==> config.mk <==
export PLATFORM = sky130hd
export DESIGN_NAME = spi_dbuf_master
export DESIGN_NICKNAME = d
export VERILOG_FILES = /design/src/rtl/spi_dbuf_pkg.sv /design/src/rtl/spi_edge_timer.sv /design/src/rtl/spi_shift_engine.sv /design/src/rtl/spi_dbuf_master.sv
export SDC_FILE = /design/constraint.sdc
export NUM_CORES = 1
export LEC_CHECK = 0
export ABC_AREA = 1
export BUFFER_PORTS_ARGS = -buffer_cell sky130_fd_sc_hd__buf_2
export CAP_MARGIN = 10
export CORE_AREA = 5 5 103 105
export CTS_BUF_LIST = sky130_fd_sc_hd__clkbuf_4 sky130_fd_sc_hd__clkbuf_8
export CTS_CLUSTER_SIZE = 20
export DETAILED_ROUTE_END_ITERATION = 12
export DIE_AREA = 0 0 108 110
export PLACE_DENSITY = 0.42
export SLEW_MARGIN = 0
export SYNTH_ARGS = -nofsm -noshare
export SYNTH_HDL_FRONTEND = slang
export SYNTH_SLANG_ARGS = --single-unit
==> constraint.sdc <==
create_clock -name clk -period 3.1 [get_ports clk]
set_clock_uncertainty 0.15 [all_clocks]
set_input_delay 0.155 -clock clk [delete_from_list [all_inputs] [get_ports clk]]
set_output_delay 0.155 -clock clk [all_outputs]
set_load 0.05 [all_outputs]
==> src/rtl/spi_dbuf_pkg.sv <==
package spi_dbuf_pkg;
  localparam int RATE_W = 2;
  localparam int ADDR_W = 2;

  typedef enum logic [ADDR_W-1:0] {
    A_DATA = 2'd0,
    A_CTRL = 2'd1,
    A_STAT = 2'd2,
    A_NONE = 2'd3
  } reg_addr_e;

  typedef struct packed {
    logic              rx_ie;
    logic              tx_ie;
    logic [RATE_W-1:0] rate;
    logic              cpha;
    logic              cpol;
  } ctrl_t;

  localparam int CTRL_W = $bits(ctrl_t);
endpackage

==> src/rtl/spi_edge_timer.sv <==
module spi_edge_timer #(
  parameter int RW = 2
) (
  input  logic          clk,
  input  logic          rst_n,
  input  logic          run,
  input  logic [RW-1:0] rate,
  output logic          tick
);
  localparam int CW = (1 << RW) - 1;

  logic [CW-1:0] cnt_q, cnt_d, lim;

  always_comb begin
    lim   = CW'((1 << rate) - 1);
    tick  = run && (cnt_q == lim);
    cnt_d = (run && !tick) ? cnt_q + 1'b1 : '0;
  end

  always_ff @(posedge clk or negedge rst_n) begin
    if (!rst_n) cnt_q <= '0;
    else        cnt_q <= cnt_d;
  end
endmodule

==> src/rtl/spi_shift_engine.sv <==
module spi_shift_engine #(
  parameter int DW = 8
) (
  input  logic          clk,
  input  logic          rst_n,
  input  logic          tick,
  input  logic          start,
  input  logic [DW-1:0] start_data,
  input  logic          cpol,
  input  logic          cpha,
  input  logic          miso,
  output logic          active,
  output logic          done,
  output logic [DW-1:0] done_byte,
  output logic          sck,
  output logic          mosi
);
  localparam int EDGES = 2 * DW;
  localparam int EW    = $clog2(EDGES);

  logic          active_q, active_d;
  logic [EW-1:0] edge_q, edge_d;
  logic          phase_q, phase_d;
  logic [DW-1:0] tx_q, tx_d;
  logic [DW-1:0] rx_q, rx_d;
  logic          mosi_q, mosi_d;
  logic          step, leading, sample;

  always_comb begin
    step      = active_q && tick;
    leading   = !phase_q;
    sample    = leading ^ cpha;
    done      = step && (edge_q == EW'(EDGES - 1));
    done_byte = cpha ? {rx_q[DW-2:0], miso} : rx_q;
  end

  always_comb begin
    active_d = active_q;
    edge_d   = edge_q;
    phase_d  = phase_q;
    tx_d     = tx_q;
    mosi_d   = mosi_q;
    rx_d     = rx_q;
    if (step && sample) rx_d = {rx_q[DW-2:0], miso};
    if (start) begin
      active_d = 1'b1;
      edge_d   = '0;
      phase_d  = 1'b0;
      if (cpha) begin
        tx_d = start_data;
      end else begin
        tx_d   = start_data << 1;
        mosi_d = start_data[DW-1];
      end
    end else if (step) begin
      phase_d = !phase_q;
      edge_d  = edge_q + 1'b1;
      if (done) begin
        active_d = 1'b0;
        edge_d   = '0;
      end
      if ((leading && cpha) || (!leading && !cpha && !done)) begin
        mosi_d = tx_q[DW-1];
        tx_d   = tx_q << 1;
      end
    end
  end

  always_ff @(posedge clk or negedge rst_n) begin
    if (!rst_n) begin
      active_q <= 1'b0;
      edge_q   <= '0;
      phase_q  <= 1'b0;
      tx_q     <= '0;
      rx_q     <= '0;
      mosi_q   <= 1'b0;
    end else begin
      active_q <= active_d;
      edge_q   <= edge_d;
      phase_q  <= phase_d;
      tx_q     <= tx_d;
      rx_q     <= rx_d;
      mosi_q   <= mosi_d;
    end
  end

  assign active = active_q;
  assign sck    = phase_q ^ cpol;
  assign mosi   = mosi_q;
endmodule

==> src/rtl/spi_dbuf_master.sv <==
module spi_dbuf_master
  import spi_dbuf_pkg::*;
#(
  parameter int DW = 8
) (
  input  logic              clk,
  input  logic              rst_n,
  input  logic [ADDR_W-1:0] bus_addr,
  input  logic              bus_wr,
  input  logic              bus_rd,
  input  logic [DW-1:0]     bus_wdata,
  output logic [DW-1:0]     bus_rdata,
  output logic              sck,
  output logic              mosi,
  input  logic              miso,
  output logic              irq_tx,
  output logic              irq_rx
);
  logic rst_meta, rst_int;

  always_ff @(posedge clk or negedge rst_n) begin
    if (!rst_n) begin
      rst_meta <= 1'b0;
      rst_int  <= 1'b0;
    end else begin
      rst_meta <= 1'b1;
      rst_int  <= rst_meta;
    end
  end

  ctrl_t         cfg_q, cfg_d;
  logic [DW-1:0] hold_q, hold_d;
  logic          hold_full_q, hold_full_d;
  logic [DW-1:0] rxd_q, rxd_d;
  logic          rx_full_q, rx_full_d;
  logic          ovr_q, ovr_d;
  logic          armed_q, armed_d;

  logic          data_wr, ctrl_wr, data_rd, stat_rd;
  logic          tick, active, last_edge, start;
  logic [DW-1:0] done_byte;
  logic          rx_clear, eff_full, rx_load;

  always_comb begin
    data_wr = bus_wr && (bus_addr == A_DATA);
    ctrl_wr = bus_wr && (bus_addr == A_CTRL);
    data_rd = bus_rd && (bus_addr == A_DATA);
    stat_rd = bus_rd && (bus_addr == A_STAT);
    start   = hold_full_q && (!active || last_edge);
  end

  spi_edge_timer #(.RW(RATE_W)) u_timer (
    .clk   (clk),
    .rst_n (rst_int),
    .run   (active),
    .rate  (cfg_q.rate),
    .tick  (tick)
  );

  spi_shift_engine #(.DW(DW)) u_engine (
    .clk        (clk),
    .rst_n      (rst_int),
    .tick       (tick),
    .start      (start),
    .start_data (hold_q),
    .cpol       (cfg_q.cpol),
    .cpha       (cfg_q.cpha),
    .miso       (miso),
    .active     (active),
    .done       (last_edge),
    .done_byte  (done_byte),
    .sck        (sck),
    .mosi       (mosi)
  );

  always_comb begin
    cfg_d       = ctrl_wr ? ctrl_t'(bus_wdata[CTRL_W-1:0]) : cfg_q;
    hold_d      = data_wr ? bus_wdata : hold_q;
    hold_full_d = hold_full_q;
    if (start)   hold_full_d = 1'b0;
    if (data_wr) hold_full_d = 1'b1;
  end

  always_comb begin
    rx_clear  = data_rd && armed_q;
    eff_full  = rx_full_q && !rx_clear;
    rx_load   = last_edge && !eff_full;
    rxd_d     = rx_load ? done_byte : rxd_q;
    rx_full_d = rx_load ? 1'b1 : eff_full;
    ovr_d     = (last_edge && eff_full) ? 1'b1 : (rx_clear ? 1'b0 : ovr_q);
    armed_d   = armed_q;
    if (rx_clear)     armed_d = 1'b0;
    else if (stat_rd) armed_d = rx_full_q;
  end

  always_ff @(posedge clk or negedge rst_int) begin
    if (!rst_int) begin
      cfg_q       <= '0;
      hold_q      <= '0;
      hold_full_q <= 1'b0;
      rxd_q       <= '0;
      rx_full_q   <= 1'b0;
      ovr_q       <= 1'b0;
      armed_q     <= 1'b0;
    end else begin
      cfg_q       <= cfg_d;
      hold_q      <= hold_d;
      hold_full_q <= hold_full_d;
      rxd_q       <= rxd_d;
      rx_full_q   <= rx_full_d;
      ovr_q       <= ovr_d;
      armed_q     <= armed_d;
    end
  end

  always_comb begin
    case (bus_addr)
      A_DATA:  bus_rdata = rxd_q;
      A_CTRL:  bus_rdata = DW'(cfg_q);
      A_STAT:  bus_rdata = DW'({ovr_q, rx_full_q, !hold_full_q});
      default: bus_rdata = '0;
    endcase
    irq_tx = !hold_full_q && cfg_q.tx_ie;
    irq_rx = rx_full_q && cfg_q.rx_ie;
  end
endmodule

==> out/qor.yml, run 1 <==
status: "complete, no violations"
critPathMaxStageDelay_ps: 510
clk_pin_slew_ps: 110
ys_warn_count: 0
post-place-ws_ps: 1020
start_util: 0.291
n_antenna_cell: 0
grt_pass1_vias: 2215
track_usage: 0.118
wire_per_inst_um: 12.5
crit_type: "flop to flop"
port_buffers: 26
critPathCaptureType: "flop"
grt_first_pass_wirelength_um: 11000
cts_buffers: 5
die_h_um: 110
io_pins: 27
fp.dieW_um: 108
netSwitchingPower_mw: 0.869
seqPwrFrac: 0.447
ys_seq_area_frac: 0.487
synthSimpleGateAreaFrac: 0.265
pwr-share-comb: 0.331
worstHoldStart: "bus_wdata[3]"
drt-initial-drc-count: 74
vias_per_cell: 4.27
crit_chain: "nand2_1 -> nand2_1 -> nand2_2 -> inv_2 -> nand3_2 -> o21bai_4 -> nand2_4 -> nand2_4 -> nand2_4 -> nand2_1 -> nand2_1"
rrSetupSlack_ps: 1020
hold_class: "input port to flop"
cts-root-buf: "clkbuf_8"
p_leak_nw: 1.63
ys_ff_latch: 54
nNetsFinal: 391
synth_compound_area_frac: 0.120
max_slew.worst_pin.slew_ps: 665
cts_sinks: 54
whs_path_depth: 3
start_kind: "flop"
pwr-share-clk: 0.222
critPathRequiredTime_ps: 3150
cp.arrival_ps: 2130
antenna_left: 0
ir_worst_vdd_uv: 205
critPathTopFamily: "simple AND/OR/NAND/NOR gates"
drv_cap: 0
syn_inst: 338
synth_top_family_by_area: "simple AND/OR/NAND/NOR gates"
critPathMostFrequentCell: "nand2_1"
drc: 0
grt_antenna_before_repair: 0
synth_cell_type_count: 32
path_buf_inv: 1
synthMuxAreaShare: 0.00406
vias: 2162
synth-edff-count: 0
dieArea_mm2: 0.0119
core_area_mm2: 0.00955
rsz0062_at_grt: "false"
cp_max_fo: 16
r2r-end: "u_engine.tx_q[5]"
fin_hold_ws_ps: 14.9
avgSynthCellArea_um2: 8.21
synthFlopType: "dfrtp_1"
syn_nets: 357
drv_slew: 0
max-slew-margin-rel: 0.557
period_share: 0.672
hold_violations: 0
hold-path-endpoint: "hold_q[3]"
intPower_mw: 1.35
r2r_cells: 11
power.density_mw_per_mm2: 687
slowest_stage: "dfrtp_1"
cts_buffer_depth: 2
final_common_cell: "nand2_1"
syn_area_mm2: 0.00278
grt_max_degree: 29
cts_max_level: 2
rows: 36
setup_slack_ps: 1020
finalSetupViolCount: 0
synth.top_cell.area_share: 0.487
area_delta_synth_final_pct: 16.6
clock_latency_ps: 310
ctsResizeCount: 0
layout_common_cells: "nand2_1 (104), dfrtp_1 (53), inv_1 (39)"
timing.rr.start: "cfg_q[3]"
tritoncts: "yes"
switching_share: 0.391
gp_congestion: 0.784
setup-tns-final_ps: 0
routed_wl_um: 6330
dr.pass1.iters: 4
fmax_mhz: 480
ys_async_sr_fraction: 1.00
finalWorstPathRequiredPeriod_ps: 2080
dp_hpwl_um: 4750
synth.area.top_cells: "dfrtp_1 (49%), nand2_1 (14%), nand3_1 (5.4%), inv_1 (5.3%), o21ai_0 (4.9%)"
yosys.area.top_type: "dfrtp_1"
drive_gt1_frac: 0.166
gr-total-overflow: 0
synthAdderAreaFrac: 0.0180
synth_xor_area_frac: 0.0185
-- worst max path at each step --
stage             start               end  slack, ps  cells past startpoint
4_1_cts        cfg_q[3]  u_engine.tx_q[7]        990                     11
3_5_place_dp   cfg_q[3]  u_engine.tx_q[7]       1020                     11
5_1_grt        cfg_q[3]  u_engine.tx_q[7]        780                     11
2_1_floorplan  cfg_q[1]      bus_rdata[1]       1270                      3
6_report       cfg_q[3]  u_engine.tx_q[5]       1020                     11
3_3_place_gp   cfg_q[3]  u_engine.tx_q[4]       1080                     11
-- cells in the mapped netlist, drive strengths merged, types with 3 or more instances --
| master | n |
|---|---|
| clkbuf | 7 |
| nor2 | 14 |
| dfrtp | 54 |
| xor2 | 3 |
| o21ai | 46 |
| nand2 | 112 |
| o211ai | 3 |
| buf | 5 |
| a21oi | 3 |
| inv | 43 |
| nand3 | 34 |
| ha | 4 |
-- area by class of cell --
class                   instances  area [µm²]
clock buffers                   5        68.8
clock inverters                 3        47.5
repair buffers                 39         255
fillers                      1068        6310
flip-flops and latches         54        1350
multi-input cells             229        1180
inverters                      43         161
well taps                     133         166
-- worst register-to-register path: cells and delay by family, from the launching register on --
family / cells / cell delay, ps
buffers and inverters: 1 / 60
DFF: 1 / 510
and+or+nand+nor: 9 / 960
AOI/OAI and AO/OA: 1 / 300
-- flip-flops by register name, indices dropped and copies added (netlist names), 3 cells and up --
register / flops
u_engine.edge_q: 4
u_engine.rx_q: 8
rxd_q: 8
hold_q: 8
cfg_q: 6
u_engine.tx_q: 8
u_timer.cnt_q: 3
-- power by group through the flow --
| stage | sequential, mW | clock, mW | combinational [mW] |
|---|---|---|---|
| after CTS | 0.994 | 0.519 | 0.756 |
| after global placement | 1.01 | 0 | 0.742 |
| final | 0.993 | 0.493 | 0.737 |
| after floorplan | 0.972 | 0 | 0.615 |
| after detailed placement | 1.01 | 0 | 0.744 |
| after global routing | 1.02 | 0.543 | 0.853 |
-- cell families after synthesis --
family          Yosys count
other cells               1
compound gates           56
mux                       1
fa+ha+maj                 4
simple gates            162
flops                    54
buf+inv                  55
xor+xnor                  5
-- what timing repair did --
action                                 in CTS  in global routing
buffers inserted                            0                  0
hold buffers                               11                  0
endpoints found under the hold margin      15                  0
-- metal layers --
layer / GRT usage / share of wire / vias to the layer above
met5: 0 / 0 / -
met4: 0.0325 / 0.0058 / 0
met3: 0.0210 / 0.028 / 2
met2: 0.187 / 0.45 / 28
met1: 0.167 / 0.52 / 994
li1: - / - / 1138
-- stage by stage --
step / area (µm²) / total power [mW] / utilization / cells
2_1_floorplan: 2780 / 1.59 / - / 338
3_3_place_gp: 3010 / 1.75 / 0.315 / 487
3_5_place_dp: 3010 / 1.75 / 0.315 / 487
4_1_cts: 3240 / 2.27 / 0.339 / 506
5_1_grt: 3240 / 2.41 / 0.339 / 506
6_report: 3240 / 2.22 / 0.339 / 506
Power figures use the tool's default switching activity.
==> inputs of run 2 (changes only) <==
Clock period 3.1 ns to 2.05 ns, I/O delays scaled along.
==> out/qor.yml, run 2 (synthesized netlist as in run 1, its figures left out) <==
status: "complete, no violations"
p_leak_nw: 1.66  # +2.0%
layout_common_cells: "nand2_1 (104), dfrtp_1 (52), inv_1 (39)"
cts_buffer_depth: 2  # unchanged
vias_per_cell: 4.35  # +1.9%
slowest_stage: "dfrtp_1"
cts_setup_buffers: 0  # unchanged
io_pins: 27  # unchanged
clock_latency_ps: 310  # about the same
ir_worst_vdd_uv: 278  # +36%
grt_max_degree: 40  # +38%
hold_violations: 0  # unchanged
drt-initial-drc-count: 98  # +32%
dieArea_mm2: 0.0119  # unchanged
vias: 2237  # +3.5%
cp_max_fo: 12  # -4
nNetsFinal: 399  # +2.0%
seqPwrFrac: 0.455  # +0.008
cts-root-buf: "clkbuf_8"
startpoint: "cfg_q[1]"
finalWorstPathRequiredPeriod_ps: 1910
cts_max_level: 2  # unchanged
critPathMaxStageDelay_ps: 570  # +60 ps
start_util: 0.291  # unchanged
gp_congestion: 0.738  # -5.8%
rows: 36  # unchanged
switching_share: 0.400  # +0.00928
num-fill-cells: 1062  # -0.56%
dr.pass1.iters: 5  # +1
placed_area_mm2: 0.00309  # +2.6%
die_h_um: 110  # unchanged
wire_per_inst_um: 12.6  # +0.36%
critPathRequiredTime_ps: 1800  # -1350 ps
track_usage: 0.120  # +0.00176
grt_antenna_before_repair: 0  # unchanged
grt_first_pass_wirelength_um: 11200  # +1.9%
wl_met1_um: 3260  # -0.82%
critPathCaptureType: "primary output"
drc: 0  # unchanged
fin_util: 0.346  # +0.00655
r2r-end: "u_engine.tx_q[4]"
routed_wl_um: 6460  # +1.9%
rrSetupSlack_ps: 190  # -830 ps
port_buffers: 26  # unchanged
cts_buffers: 5  # unchanged
power.density_mw_per_mm2: 996  # +45%
period_share: 0.931
top_layer_used: "met4"
finalSetupViolCount: 0  # unchanged
core_area_mm2: 0.00955  # unchanged
cp.arrival_ps: 1660  # -470 ps
r2r_cells: 8  # -3
netSwitchingPower_mw: 1.32  # +51%
fin_area_mm2: 0.00330  # +1.9%
fp.dieW_um: 108  # unchanged
timing.rr.start: "u_engine.edge_q[0]"
crit_path_end: "bus_rdata[1]"
drv_slew: 0  # unchanged
final_common_cell: "nand2_1"
multi_input_area_mm2: 0.00118  # unchanged
post-place-ws_ps: 175  # -844 ps
pwr-share-clk: 0.191  # -0.031
drive_gt1_frac: 0.184  # +0.0175
cts_sinks: 54  # unchanged
crit_type: "flop to primary output"
dp_hpwl_um: 4740  # -0.15%
crit_chain: "inv_1 -> buf_4 -> o221ai_1 -> buf_2"
grt_pass1_vias: 2302  # +3.9%
start_kind: "flop"
wl_met3_um: 191  # +8.5%
intPower_mw: 1.97  # +46%
clk_pin_slew_ps: 100  # about the same
rsz0062_at_grt: "false"
n_antenna_cell: 0  # unchanged
seqCellArea_mm2: 0.00135  # about the same
area_delta_synth_final_pct: 18.8
setup-tns-final_ps: 0  # unchanged
route.met2.wl_um: 2930  # +3.3%
fmax_mhz: 524
gr-total-overflow: 0  # unchanged
setup_slack_ps: 142  # -875 ps
drv_cap: 0  # unchanged
tritoncts: "yes"
antenna_left: 0  # unchanged
pwr-share-comb: 0.355  # +0.024
hold_class: "flop to async pin"
-- run 2: metal layers --
layer | global-route usage | vias to the layer above
met5 | 0 | -
met4 | 0.0316 | 0
met3 | 0.0233 | 8
met2 | 0.190 | 30
met1 | 0.168 | 1045
li1 | - | 1154
-- run 2: repair_timing --
action	in CTS	in global routing
endpoints found under the hold margin	18	0
setup endpoints to repair	0	1
hold buffers	12	0
gates resized for setup	0	1
-- run 2: how the worst min path moves through the flow --
stage                            from          endpoint  slack [ps]  cells after the start
final                         rst_int  u_engine.tx_q[5]          30                      0
after global routing          rst_int  u_engine.tx_q[7]          70                      0
after CTS                 bus_addr[1]           armed_q          20                      4
after detailed placement        rst_n          rst_meta        -260                      1
after global placement          rst_n          rst_meta        -260                      1
after floorplan                 rst_n           rst_int        -340                      0
-- run 2: cell type report --
class	count	share of cell area
clock buffer	6	0.0231
clock inverter	2	0.00417
inverter	43	0.0489
multi-input combinational	229	0.359
sequential	54	0.410
tap	133	0.0504
timing repair buffer	47	0.104
-- run 2: through the flow --
step	total power [mW]	hold slack [ps]	cells
after floorplan	2.40	-343	338
final	3.29	29.3	514
after CTS	3.34	23.5	514
after detailed placement	2.68	-260	494
after global routing	3.59	68.5	514
after global placement	2.67	-262	494
-- run 2: power groups by stage --
stage,Combinational [mW],Sequential [mW],Clock (mW)
finish,1.17,1.49,0.626
floorplan,0.930,1.47,0
global route,1.35,1.53,0.703
CTS,1.19,1.49,0.661
global placement,1.15,1.52,0
detailed placement,1.16,1.51,0
-- run 2: critical path, delay by kind of cell (launching register included) --
kind,cells,cell delay (ps)
flops,1,570
buf+inv,3,590
compound gates,1,180
